## config.mk

```make
export PLATFORM = sky130hd
export DESIGN_NAME = mwt_decoder
export DESIGN_NICKNAME = d
export VERILOG_FILES = /design/src/rtl/mwt_pkg.sv /design/src/rtl/mwt_sym_stage.sv /design/src/rtl/mwt_digit_accum.sv /design/src/rtl/mwt_chunk_emit.sv /design/src/rtl/mwt_decoder.sv
export SDC_FILE = /design/constraint.sdc
export NUM_CORES = 1
export LEC_CHECK = 0
export BUFFER_PORTS_ARGS = -buffer_cell sky130_fd_sc_hd__clkbuf_2
export CAP_MARGIN = 0
export CORE_ASPECT_RATIO = 0.9
export CORE_MARGIN = 2
export CORE_UTILIZATION = 35
export CTS_CLUSTER_DIAMETER = 200
export DETAILED_ROUTE_END_ITERATION = 16
export PLACE_DENSITY = 0.54
export SYNTH_ARGS = -nofsm -noshare
export SYNTH_HDL_FRONTEND = slang
export SYNTH_SLANG_ARGS = --single-unit
```

## constraint.sdc

```tcl
create_clock -name clk -period 4.6 [get_ports clk]
set_input_delay 0.46 -clock clk [delete_from_list [all_inputs] [get_ports clk]]
set_output_delay 0.46 -clock clk [all_outputs]
set_load 0.05 [all_outputs]
```

## src/rtl/mwt_pkg.sv

```systemverilog
package mwt_pkg;

  // Number of legal transition symbols for n wires.
  function automatic int radix_of(input int n_wires);
    return (1 << n_wires) - 1;
  endfunction

  // Binary chunk width carried per group of digits.
  function automatic int chunk_bits_of(input int n_wires);
    return (n_wires == 3) ? 14 : 11;
  endfunction

  // Digits needed so that radix^digits covers 2^chunk_bits.
  function automatic int digits_of(input int n_wires);
    case (n_wires)
      2:       return 7;
      3:       return 5;
      default: return 3;
    endcase
  endfunction

  // One multiply-accumulate step of the radix conversion.
  function automatic int unsigned fold_digit(input int unsigned acc,
                                             input int unsigned radix,
                                             input int unsigned digit);
    return acc * radix + digit;
  endfunction

  // True when the value fits in the binary chunk.
  function automatic logic fits_chunk(input int unsigned value,
                                      input int           bits);
    return value < (32'd1 << bits);
  endfunction

endpackage

```

## src/rtl/mwt_sym_stage.sv

```systemverilog
module mwt_sym_stage #(
  parameter int N_WIRES = 3
) (
  input  logic               clk,
  input  logic               rst_n,
  input  logic [N_WIRES-1:0] wires_i,
  input  logic               slot_i,
  output logic               sym_zero_o,
  output logic [N_WIRES-1:0] digit_o
);

  logic [N_WIRES-1:0] prev_q;
  logic [N_WIRES-1:0] sym;

  assign sym        = wires_i ^ prev_q;
  assign sym_zero_o = (sym == '0);
  assign digit_o    = sym - N_WIRES'(1);

  always_ff @(posedge clk) begin
    if (!rst_n)      prev_q <= '0;
    else if (slot_i) prev_q <= wires_i;
  end


  prev_idle_chk: assert property (@(posedge clk) disable iff (!rst_n)
    !slot_i |=> $stable(prev_q));

endmodule

```

## src/rtl/mwt_digit_accum.sv

```systemverilog
module mwt_digit_accum
  import mwt_pkg::*;
#(
  parameter int N_WIRES = 3,
  parameter int RADIX   = radix_of(N_WIRES),
  parameter int DIGITS  = digits_of(N_WIRES),
  parameter int ACC_W   = $clog2(RADIX ** DIGITS)
) (
  input  logic               clk,
  input  logic               rst_n,
  input  logic               slot_i,
  input  logic               sof_i,
  input  logic               sym_zero_i,
  input  logic [N_WIRES-1:0] digit_i,
  output logic               done_o,
  output logic [ACC_W-1:0]   value_o
);

  localparam int CNT_W = (DIGITS > 1) ? $clog2(DIGITS) : 1;

  logic [CNT_W-1:0] cnt_q, cnt_base;
  logic [ACC_W-1:0] acc_q, acc_base;
  logic             take;
  logic             last;

  // A start strobe realigns before the current slot is counted.
  assign cnt_base = sof_i ? '0 : cnt_q;
  assign acc_base = sof_i ? '0 : acc_q;
  assign take     = slot_i && !sym_zero_i;
  assign last     = (cnt_base == CNT_W'(DIGITS - 1));
  assign value_o  = ACC_W'(fold_digit(32'(acc_base), RADIX, 32'(digit_i)));
  assign done_o   = take && last;

  always_ff @(posedge clk) begin
    if (!rst_n) begin
      cnt_q <= '0;
      acc_q <= '0;
    end else if (slot_i && sym_zero_i) begin
      cnt_q <= '0;
      acc_q <= '0;
    end else if (take) begin
      if (last) begin
        cnt_q <= '0;
        acc_q <= '0;
      end else begin
        cnt_q <= cnt_base + CNT_W'(1);
        acc_q <= value_o;
      end
    end else if (sof_i) begin
      cnt_q <= '0;
      acc_q <= '0;
    end
  end


  cnt_range_chk: assert property (@(posedge clk) disable iff (!rst_n)
    cnt_q < CNT_W'(DIGITS));


  zero_discard_chk: assert property (@(posedge clk) disable iff (!rst_n)
    slot_i && sym_zero_i |=> cnt_q == '0 && acc_q == '0);


  sof_clear_chk: assert property (@(posedge clk) disable iff (!rst_n)
    sof_i && !slot_i |=> cnt_q == '0);

endmodule

```

## src/rtl/mwt_chunk_emit.sv

```systemverilog
module mwt_chunk_emit
  import mwt_pkg::*;
#(
  parameter int CHUNK_BITS = 14,
  parameter int ACC_W      = 15
) (
  input  logic                  clk,
  input  logic                  rst_n,
  input  logic                  done_i,
  input  logic [ACC_W-1:0]      value_i,
  input  logic                  zero_err_i,
  output logic [CHUNK_BITS-1:0] chunk_o,
  output logic                  valid_o,
  output logic                  err_o
);

  logic in_range;
  logic overflow;

  assign in_range = fits_chunk(32'(value_i), CHUNK_BITS);
  assign overflow = done_i && !in_range;

  always_ff @(posedge clk) begin
    if (!rst_n) begin
      chunk_o <= '0;
      valid_o <= 1'b0;
      err_o   <= 1'b0;
    end else begin
      valid_o <= done_i && in_range;
      err_o   <= zero_err_i || overflow;
      if (done_i && in_range) chunk_o <= CHUNK_BITS'(value_i);
    end
  end


  no_dual_pulse_chk: assert property (@(posedge clk) disable iff (!rst_n)
    !(valid_o && err_o));


  chunk_hold_chk: assert property (@(posedge clk) disable iff (!rst_n)
    !valid_o |-> $stable(chunk_o));


  overflow_block_chk: assert property (@(posedge clk) disable iff (!rst_n)
    overflow |=> err_o && !valid_o);

endmodule

```

## src/rtl/mwt_decoder.sv

```systemverilog
module mwt_decoder
  import mwt_pkg::*;
#(
  parameter int N_WIRES    = 3,
  parameter int CHUNK_BITS = chunk_bits_of(N_WIRES)
) (
  input  logic                  clk,
  input  logic                  rst_n,
  input  logic [N_WIRES-1:0]    wires_i,
  input  logic                  slot_i,
  input  logic                  sof_i,
  output logic [CHUNK_BITS-1:0] chunk_o,
  output logic                  chunk_valid_o,
  output logic                  sym_err_o
);

  localparam int RADIX  = radix_of(N_WIRES);
  localparam int DIGITS = digits_of(N_WIRES);
  localparam int ACC_W  = $clog2(RADIX ** DIGITS);

  logic               sym_zero;
  logic [N_WIRES-1:0] digit;
  logic               chunk_done;
  logic [ACC_W-1:0]   chunk_value;
  logic               zero_err;

  assign zero_err = slot_i && sym_zero;

  mwt_sym_stage #(.N_WIRES(N_WIRES)) u_sym (
    .clk        (clk),
    .rst_n      (rst_n),
    .wires_i    (wires_i),
    .slot_i     (slot_i),
    .sym_zero_o (sym_zero),
    .digit_o    (digit)
  );

  mwt_digit_accum #(
    .N_WIRES (N_WIRES),
    .RADIX   (RADIX),
    .DIGITS  (DIGITS),
    .ACC_W   (ACC_W)
  ) u_acc (
    .clk        (clk),
    .rst_n      (rst_n),
    .slot_i     (slot_i),
    .sof_i      (sof_i),
    .sym_zero_i (sym_zero),
    .digit_i    (digit),
    .done_o     (chunk_done),
    .value_o    (chunk_value)
  );

  mwt_chunk_emit #(
    .CHUNK_BITS (CHUNK_BITS),
    .ACC_W      (ACC_W)
  ) u_emit (
    .clk        (clk),
    .rst_n      (rst_n),
    .done_i     (chunk_done),
    .value_i    (chunk_value),
    .zero_err_i (zero_err),
    .chunk_o    (chunk_o),
    .valid_o    (chunk_valid_o),
    .err_o      (sym_err_o)
  );


  zero_err_chk: assert property (@(posedge clk) disable iff (!rst_n)
    zero_err |=> sym_err_o);


  valid_after_slot_chk: assert property (@(posedge clk) disable iff (!rst_n)
    chunk_valid_o |-> $past(slot_i));


  quiet_when_idle_chk: assert property (@(posedge clk) disable iff (!rst_n)
    !slot_i |=> !chunk_valid_o && !sym_err_o);

endmodule

```

**Word level (Yosys, flattened, before mapping)**

Index checks and enable logic that the tools add are counted.

- Input port bits: 7
- Flip-flop bits (word level): 37
- Output and inout port bits: 16
- Word-level logic and storage cells: 30

- $lt $le $gt $ge: 1
- Reduce and logical (&&, ||, !) cells: 10
- Bitwise gates (word level): 2
- Mux-type cells: 6
- Multiply operators: 1
- $add $sub $neg: 3
- Eq/ne operators: 1

Operator list:

| operator | count |
|---|---|
| 15-bit 2-to-1 mux | 3 |
| 15-bit by 3-bit adder with 15-bit output | 1 |
| 15-bit less-than comparator (second input constant) | 1 |
| 15-bit by 3-bit multiplier with 15-bit output (second input constant) | 1 |
| 3-bit 2-to-1 mux | 3 |
| 1-bit logical AND | 5 |
| 3-bit by 1-bit adder with 3-bit output (second input constant) | 1 |
| 3-bit == test (second input constant) | 1 |
| 3-bit logical NOT | 1 |
| 3-bit by 1-bit subtractor with 3-bit output (second input constant) | 1 |
| 3-bit bitwise XOR | 1 |
| 1-bit logical NOT | 2 |
| 2-bit OR reduction | 1 |
| 1-bit logical OR | 1 |
| 1-bit NOT | 1 |

**Longest topological paths before layout**

Gate-level depths: netlist (run 1).

- Depth after elaboration: 7
- Mapped depth: 15
- Mapped depth without buffers: 13

**Hierarchy**

From an unflattened synthesis (run 1), not the netlist that was laid out.

- Cell total of the unflattened synthesis: 325
- Area, all modules: 2786.4 sq um

Modules (own cells, without submodules):

| module | area an instance (sq um) | cells an instance | sequential area each (sq um) | times used |
|---|---|---|---|---|
| mwt_digit_accum | 1960.6 | 241 | 360.3 | 1 |
| mwt_chunk_emit | 644.4 | 67 | 320.3 | 1 |
| mwt_sym_stage | 175.2 | 16 | 60.1 | 1 |
| mwt_decoder | 6.3 | 1 | 0.0 | 1 |

**Worst setup path after synthesis (run 1)**

No wires, ideal clock.

- Kind: input to register
- From: input port sof_i
- To: register u_emit.chunk_o[4]
- Setup time: 0.072 ns
- Data arrival time: 3.708 ns
- Buffers on the path: 3
- Stages on the path: 15
- Path slack: 0.820 ns
- Data required time: 4.528 ns
- Cell sequence: inv_1 > clkbuf_1 > nand2_1 > fa_1 > inv_1 > ha_1 > ha_1 > and2_1 > buf_2 > nand4b_2 > a31oi_2 > or4_4 > nand2_4 > buf_6 > mux2i_1

- Cells in the longest elaborated chain, start to end: 5
- Elaborated cells between the ends (all ways): 8
- Classes of those cells: add/sub (1); mul (1); order compare (1); eq/ne (1); mux (2); reduce/logical (2)

RTL lines:

| what | RTL line | RTL |
|---|---|---|
| start: declaration | mwt_decoder.sv:11 | `input logic sof_i,` |
| 15-bit 2-to-1 mux | - |  |
| 15-bit by 3-bit multiplier with 15-bit output | mwt_pkg.sv:26 | `return acc * radix + digit;` |
| 15-bit by 3-bit adder with 15-bit output | mwt_pkg.sv:26 |  |
| 15-bit less-than comparator | mwt_pkg.sv:32 | `return value < (32'd1 << bits);` |
| 1-bit logical AND | mwt_chunk_emit.sv:31 | `if (done_i && in_range) chunk_o <= CHUNK_BITS'(value_i);` |
| end signal: assignment | mwt_chunk_emit.sv:31 |  |
| end: declaration | mwt_chunk_emit.sv:12 | `output logic [CHUNK_BITS-1:0] chunk_o,` |

Several ways; a longest one is shown, not always the timed one.
A chain may end at the register's enable or synchronous reset.

**Final worst setup path (run 1)**

- From: register u_acc.acc_q[1]
- To: register u_emit.chunk_o[13]

- Cells in the longest elaborated chain, start to end: 5

RTL lines:

| what | RTL line | RTL |
|---|---|---|
| start: declaration | mwt_digit_accum.sv:22 | `logic [ACC_W-1:0] acc_q, acc_base;` |
| start signal: assignment | mwt_digit_accum.sv:47 | `acc_q <= value_o;` |
| 15-bit 2-to-1 mux * | - |  |
| 15-bit by 3-bit multiplier with 15-bit output * | mwt_pkg.sv:26 |  |
| 15-bit by 3-bit adder with 15-bit output * | mwt_pkg.sv:26 |  |
| 15-bit less-than comparator | mwt_pkg.sv:32 |  |
| 1-bit logical AND | mwt_chunk_emit.sv:31 |  |

Every way passes the cells marked *; elsewhere a longest branch is shown, timed or not.

==> results of run 1 <==
==> metrics by stage <==
step | worst slack [ns] | util [%] | cell area (um^2)
after floorplan | 0.820 | - | 2940
after global placement | 0.700 | 39.0 | 3160
after detailed placement | 0.668 | 39.0 | 3160
after CTS | 0.847 | 40.1 | 3250
after global routing | 0.671 | 40.1 | 3250
final | 0.875 | 40.1 | 3250
==> worst register-to-register path, delay by kind of cell, from the launching register on <==
family / cells / cell delay (ns)
AO/OA/AOI/OAI: 5 / 1.17
XOR/XNOR: 1 / 0.14
adder cells (fa/ha/maj): 3 / 1.22
buffers and inverters: 3 / 0.29
flip-flops: 1 / 0.43
AND/OR/NAND/NOR: 2 / 0.42
==> worst max path at each step <==
stage                              start            endpoint  slack [ns]  cells after the start
after floorplan                    sof_i   u_emit.chunk_o[4]        0.82                     15
after global placement             sof_i  u_emit.chunk_o[13]        0.70                     15
after detailed placement           sof_i  u_emit.chunk_o[13]        0.67                     15
after CTS                 u_acc.acc_q[1]  u_emit.chunk_o[13]        0.85                     14
after global routing      u_acc.acc_q[1]  u_emit.chunk_o[13]        0.67                     14
final                     u_acc.acc_q[1]  u_emit.chunk_o[13]        0.87                     14
==> metal layers <==
layer	track usage [%]	vias up
met1	23.2	1148
li1	-	1271
met4	3.31	0
met5	0	-
met2	23.8	45
met3	2.39	7
==> cells in the mapped netlist, drive strengths merged, types with 3 or more instances <==
cell type   n
nand2      49
dfxtp      37
ha         33
inv        24
nor2       21
nand3      19
a21oi      18
o21ai      15
clkbuf     14
mux2i      11
xnor2      11
fa          9
xor2        8
nor2b       7
o211ai      7
a22oi       6
a211oi      4
a21o        4
buf         4
nand4       4
nor3        4
a2bb2oi     3
and2        3
nor4        3
==> registers in the layout, indices dropped and copies added (netlist names) <==
| register | count |
|---|---|
| u_sym.prev_q | 3 |
| u_acc.acc_q | 15 |
| u_emit.chunk_o | 14 |
| u_acc.cnt_q | 3 |
| u_emit.err_o | 1 |
| u_emit.valid_o | 1 |
==> cells by family (layout without fill, tap and decap cells) <==
logic type,Yosys count,count (layout),share of synthesized area (%)
simple gates,123,123,21.1
compound gates,75,75,17.6
fa+ha+maj,42,42,20.2
buf+inv,42,61,5.74
flops,37,37,25.2
xor+xnor,20,20,6.42
mux,11,11,3.74
==> final cells by class <==
class | instances | area share, %
sequential | 37 | 22.8
inverter | 24 | 2.77
timing repair buffer | 30 | 5.24
clock inverter | 1 | 0.231
tap | 99 | 3.81
multi-input combinational | 271 | 62.6
clock buffer | 6 | 2.54
==> placed cells by master, fill, tap and decap left out, drive strengths merged, types with 2 or more instances in the layout <==
cell,count
a21oi,18
ha,33
nor2b,7
and4,2
a22oi,6
mux2i,11
a2bb2oi,3
xnor2,11
nor3,4
buf,8
and2,3
a21boi,2
o21ai,15
or4,2
o211ai,7
and3,2
or3,2
nor2,21
nand3,19
o21bai,2
nand4,4
nor4,3
nand2,49
nand2b,2
fa,9
xor2,8
o2111ai,2
a21o,4
a211oi,4
dfxtp,37
clkbuf,28
inv,24
==> power by group through the flow <==
stage	Sequential (uW)	Clock [uW]	Combinational [uW]
2_1_floorplan	342	0	114
3_3_place_gp	346	0	153
3_5_place_dp	346	0	151
4_1_cts	339	245	152
5_1_grt	340	257	172
6_report	339	235	152
==> summary.txt, run 1 <==
Flow run
  • MaxCap Viol Count: 0

Cells and area
  • Multi-input gate area: just over 2000 um^2
  • Fillcell total: 794
  • Reg area: ~740 um^2
  • Layout Cells excl Fill: between 400 and 500
  • Ant diodes: 0
  • Final nets: around 420
  • Share of cells above drive strength 1: roughly 13%
  • Area Overhead vs Synth: 10.4%

Clock network
  • TritonCTS Sinks: 37
  • CTS clock-pin slew for the worst setup and hold paths: 0.07 ns
  • Worst skew pair latency: roughly 0.29 ns
  • Hold-fix buffers, CTS: 0
  • TritonCTS buffer count: 5
  • Clock Tree Root: clkbuf_8
  • TritonCTS clock tree: built
  • PostCTS Resize Cnt: 0
  • H-Tree Depth: 2
  • Setup bufs post-CTS: 0
  • Clock tree buffer depth: 2

Detailed routing
  • DRT Wirelength: 7.01 mm
  • DRC: 0
  • Total vias in the final route: roughly 2500
  • Drt initial violations: between 100 and 150
  • Met2 WL post-DR: 3.14 mm
  • Wirelength per Cell: approximately 15 um
  • Vias per cell: 5.28
  • Met3 WL: roughly 200 um
  • Pre-Repair DR Iteration Count: 5
  • Final ANT Viol Nets: 0
  • Top routing layer used: met4
  • DRT met1 WL: about 3.6 mm

Timing
  • Setup TNS: 0 ns
  • Least-Margin Pin Slew: 0.918 ns
  • RSZ-0062 raised after global routing: false
  • Layout Skew: between 0.003 and 0.004 ns
  • Fin Hold WS: approximately 0.46 ns
  • Rel. slew slack: between 30 and 40%
  • # setup viols final: 0
  • Final hold violation count: 0
  • Final min period: approximately 3.7 ns
  • Fmax: approximately 270 MHz
  • Slew Viols, Final: 0
  • Final worst path period share: between 80% and 90%

Placement
  • Placer Congestion: ~0.80
  • HPWL after DPL: around 5.4 mm
  • Port Buffers: 22
  • Placed cells: between 400 and 500

Floorplan
  • Io pins: 23
  • Die width: roughly 100 um
  • Chip height: roughly 91 um
  • Core Region: slightly above 8000 um^2
  • Die ar.: just over 9000 um^2
  • Num rows: 31
  • Initial Util: between 30% and 40%

Critical path
  • Kind of critical path: reg -> reg
  • R2R Path Start: u_acc.acc_q[1]
  • Kind of start point of the critical path: flop
  • Max incr delay on CP: about 0.49 ns
  • Critical-path top delay cell: fa_1
  • Critical Path RT: roughly 4.8 ns
  • Setup crit end kind: flop
  • CP top delay family: adder cells
  • Reg-to-Reg End: u_emit.chunk_o[13]
  • Crit path max fanout: 5
  • Critical Path, Cell by Cell: xnor2_1, nor2_1, ha_1, inv_1, fa_1, inv_1, fa_1, a21oi_1, o2111ai_1, and4_1, a211oi_1, buf_4, o211ai_1, o21ai_1
  • R2R cell count: 14
  • CP Buf/Inv Count: 3
  • Crit path arrival time: between 3 and 4 ns
  • Setup slack, reg-to-reg: about 0.87 ns

Synth
  • Ranking of synthesized cells by area: dfxtp_1 (25%), ha_1 (14%), fa_1 (6.1%)
  • Post-synthesis sequential area ratio: between 20% and 30%
  • Mapped cell area: around 2900 um^2
  • Gate Count Post-Synth: 350
  • Yosys top cell by area: dfxtp_1
  • Synthesis warning total: 0
  • EDFF count, synth: 0
  • Post-synth top flop: dfxtp_1
  • Syn Area/Cell: around 8.4 um^2
  • Synth Register Bits: 37
  • Synth top area share: between 20% and 30%
  • Syn_nets: between 300 and 400
  • Post-synth ARST share: 0%
  • Synth cell types: 56

GRT
  • Total gr overflow: 0
  • Global-route wire length before repair: ~12 mm
  • Largest net degree at the start of global routing: 37
  • Initial antenna violation count: 0
  • Vias in the first global route: about 2300
  • GRT Overall Usage: about 16%

Power
  • Combinational fraction of design power: a little over a fifth
  • Flop pwr share: approximately 47%
  • Maximum vdd ir drop: ~0.00014 V
  • Clock power share: about 32%
  • Net Switching: between 200 and 250 uW
  • Power, Total: slightly above 700 uW
  • Leak: between 0.0015 and 0.002 uW
  • Sw Ratio: roughly 31%
  • Int Pwr: about 500 uW
  • Power density over cell area: 223 nW/um^2

Hold path
  • Hold Crit Class: reg -> reg
  • Worst hold start: u_emit.chunk_o[11]
  • Min-Delay Endpoint: u_emit.chunk_o[11]
  • Hold depth: 2

Run status
  • Outcome: completed
No activity file was read; power rests on OpenSTA's default activity.
==> run 2, diff against run 1 <==
--- a/config.mk
+++ b/config.mk
@@ -12,7 +12,7 @@
 export CORE_UTILIZATION = 35
 export CTS_CLUSTER_DIAMETER = 200
 export DETAILED_ROUTE_END_ITERATION = 16
-export PLACE_DENSITY = 0.54
+export PLACE_DENSITY = 0.56
 export SYNTH_ARGS = -nofsm -noshare
 export SYNTH_HDL_FRONTEND = slang
 export SYNTH_SLANG_ARGS = --single-unit
==> constraint.sdc (replaced) <==
create_clock -name clk -period 3.4 [get_ports clk]
set_input_delay 0.34 -clock clk [delete_from_list [all_inputs] [get_ports clk]]
set_output_delay 0.34 -clock clk [all_outputs]
set_load 0.05 [all_outputs]
==> summary.txt, run 2 (synthesized netlist as in run 1, its figures left out) <==
Cells and area
  • Area Overhead vs Synth: 21.7%
  • Most flops, register: u_acc.acc_q
  • Commonest non-fill, non-tap cells in the layout: nand2_1 (47), buf_4 (43), dfxtp_1 (37), ha_1 (33), inv_1 (23)
  • Ant diodes: 0
  • Final nets: between 400 and 500
  • Design area: roughly 3600 um^2
  • Largest regs: u_acc.acc_q (15), u_emit.chunk_o (14)
  • Share of cells above drive strength 1: between 20% and 30%
  • Layout Cells excl Fill: around 500
  • Largest register FFs: 15
  • Most common cell after layout, fill and taps aside: nand2_1

Floorplan
  • Chip height: roughly 91 um
  • Io pins: 23
  • Initial Util: approximately 36%
  • Core Region: 8110 um^2
  • Die width: 101 um
  • Die ar.: between 9000 and 10000 um^2
  • Num rows: 31

Critical path
  • Crit path max fanout: 3
  • CP top delay family: adder cells
  • Max incr delay on CP: just under 0.5 ns
  • CP Buf/Inv Count: 3
  • Crit path arrival time: ~3.5 ns
  • Critical Path RT: around 3.6 ns
  • Critical-path top delay cell: fa_1
  • Critical Path, Cell by Cell: xnor2_1, nor2_1, ha_1, inv_1, fa_1, inv_1, fa_1, a21oi_2, o2111ai_2, buf_4, a211o_1, nand4_1, a22oi_1, nor2_1
  • Kind of critical path: reg -> reg
  • Setup crit end kind: flop
  • Kind of start point of the critical path: flop

GRT
  • Initial antenna violation count: 0
  • Vias in the first global route: about 2400
  • Largest net degree at the start of global routing: 36
  • GRT Overall Usage: between 10% and 20%
  • Global-route wire length before repair: between 10 and 15 mm
  • Total gr overflow: 0

Placement
  • Placer Congestion: 0.853
  • HPWL after DPL: between 5 and 6 mm
  • Placed cells: around 500
  • Port Buffers: 22
  • Dpl cell area: around 3400 um^2

Timing
  • Layout Skew: 0.00819 ns
  • Setup TNS: 0 ns
  • Least-Margin Pin Slew: slightly above 0.7 ns
  • Fmax: 309 MHz
  • Final worst path period share: between 90% and 100%
  • RSZ-0062 raised after global routing: true
  • # setup viols final: 0
  • Rel. slew slack: around half
  • Final min period: around 3.2 ns
  • Final hold violation count: 0
  • Slew Viols, Final: 0

Detailed routing
  • Pre-Repair DR Iteration Count: 4
  • DRC: 0
  • Total vias in the final route: 2559
  • Final ANT Viol Nets: 0
  • Wirelength per Cell: approximately 14 um
  • DRT Wirelength: 7.29 mm
  • Drt initial violations: ~110
  • Vias per cell: ~5.1

Clock network
  • Hold-fix buffers, CTS: 0
  • TritonCTS buffer count: 5
  • TritonCTS clock tree: built
  • CTS clock-pin slew for the worst setup and hold paths: 0.08 ns
  • TritonCTS Sinks: 37
  • Clock tree buffer depth: 2
  • Worst skew pair latency: about 0.29 ns
  • H-Tree Depth: 2
  • Clock Tree Root: clkbuf_8

Hold path
  • Hold Crit Class: in -> reg

Power
  • Leak: approximately 0.0018 uW
  • Power density over cell area: roughly 270 nW/um^2
  • Maximum vdd ir drop: around 0.00017 V

Run status
  • Outcome: completed

Flow run
  • MaxCap Viol Count: 0
## run 2: cell count changes in the layout (fill, tap and decap cells not counted), sizes merged
cell and delta:
clkinv +2, inv -1, buf +35
## run 2: tightest hold or removal path: cells and delay by family
kind | cells | cell delay [ns]
mux | 1 | 0.06
simple gates | 1 | 0.10
buf+inv | 1 | 0.10
## run 2: per-layer routing
layer  global-route usage, %  part of all wire, %  vias to the layer above
li1                        -                    -                     1338
met3                    3.08                  4.1                        4
met5                       0                    0                        -
met1                    25.7                   52                     1165
met2                    23.4                   43                       52
met4                    2.74                 0.54                        0
## run 2: final cells by class
class	count	area, um^2
clock buffer	6	72.6
multi-input combinational	271	2110
timing repair buffer	65	433
fill	804	4530
clock inverter	2	10.0
inverter	24	93.8
tap	99	124
sequential	37	741
## run 2: per-stage QoR
stage | utilization [%] | setup WS, ns | power (uW) | hold slack (ns)
global route | 44.2 | -0.0415 | 1040 | 0.375
CTS | 43.3 | 0.0633 | 989 | 0.335
detailed placement | 42.3 | -0.215 | 687 | 0.440
finish | 44.2 | 0.166 | 979 | 0.342
global placement | 42.3 | -0.205 | 686 | 0.440
floorplan | - | 0.0366 | 618 | 0.474
## run 2: power by group
part	internal, uW	leakage (uW)	total, uW	switching, uW
combinational	94.2	0.00143	228	134
clock	142	0.0000450	295	153
sequential	445	0.000299	455	10.3
total	681	0.00177	979	297
## run 2: repair_timing
item | CTS | global route
resized for setup | 0 | 14
setup buffers | 0 | 0
setup endpoints to repair | 0 | 22
## run 2: path summary, 6_finish.rpt
| path | from | end | slack (ns) | depth (start not counted) |
|---|---|---|---|---|
| worst min register to register | u_emit.chunk_o[8] | u_emit.chunk_o[8] | 0.45 | 2 |
| worst min-delay path | wires_i[0] | u_sym.prev_q[0] | 0.34 | 3 |
| worst max-delay path | u_acc.acc_q[1] | u_acc.acc_q[11] | 0.17 | 14 |
| worst max register to register | u_acc.acc_q[1] | u_acc.acc_q[11] | 0.17 | 14 |
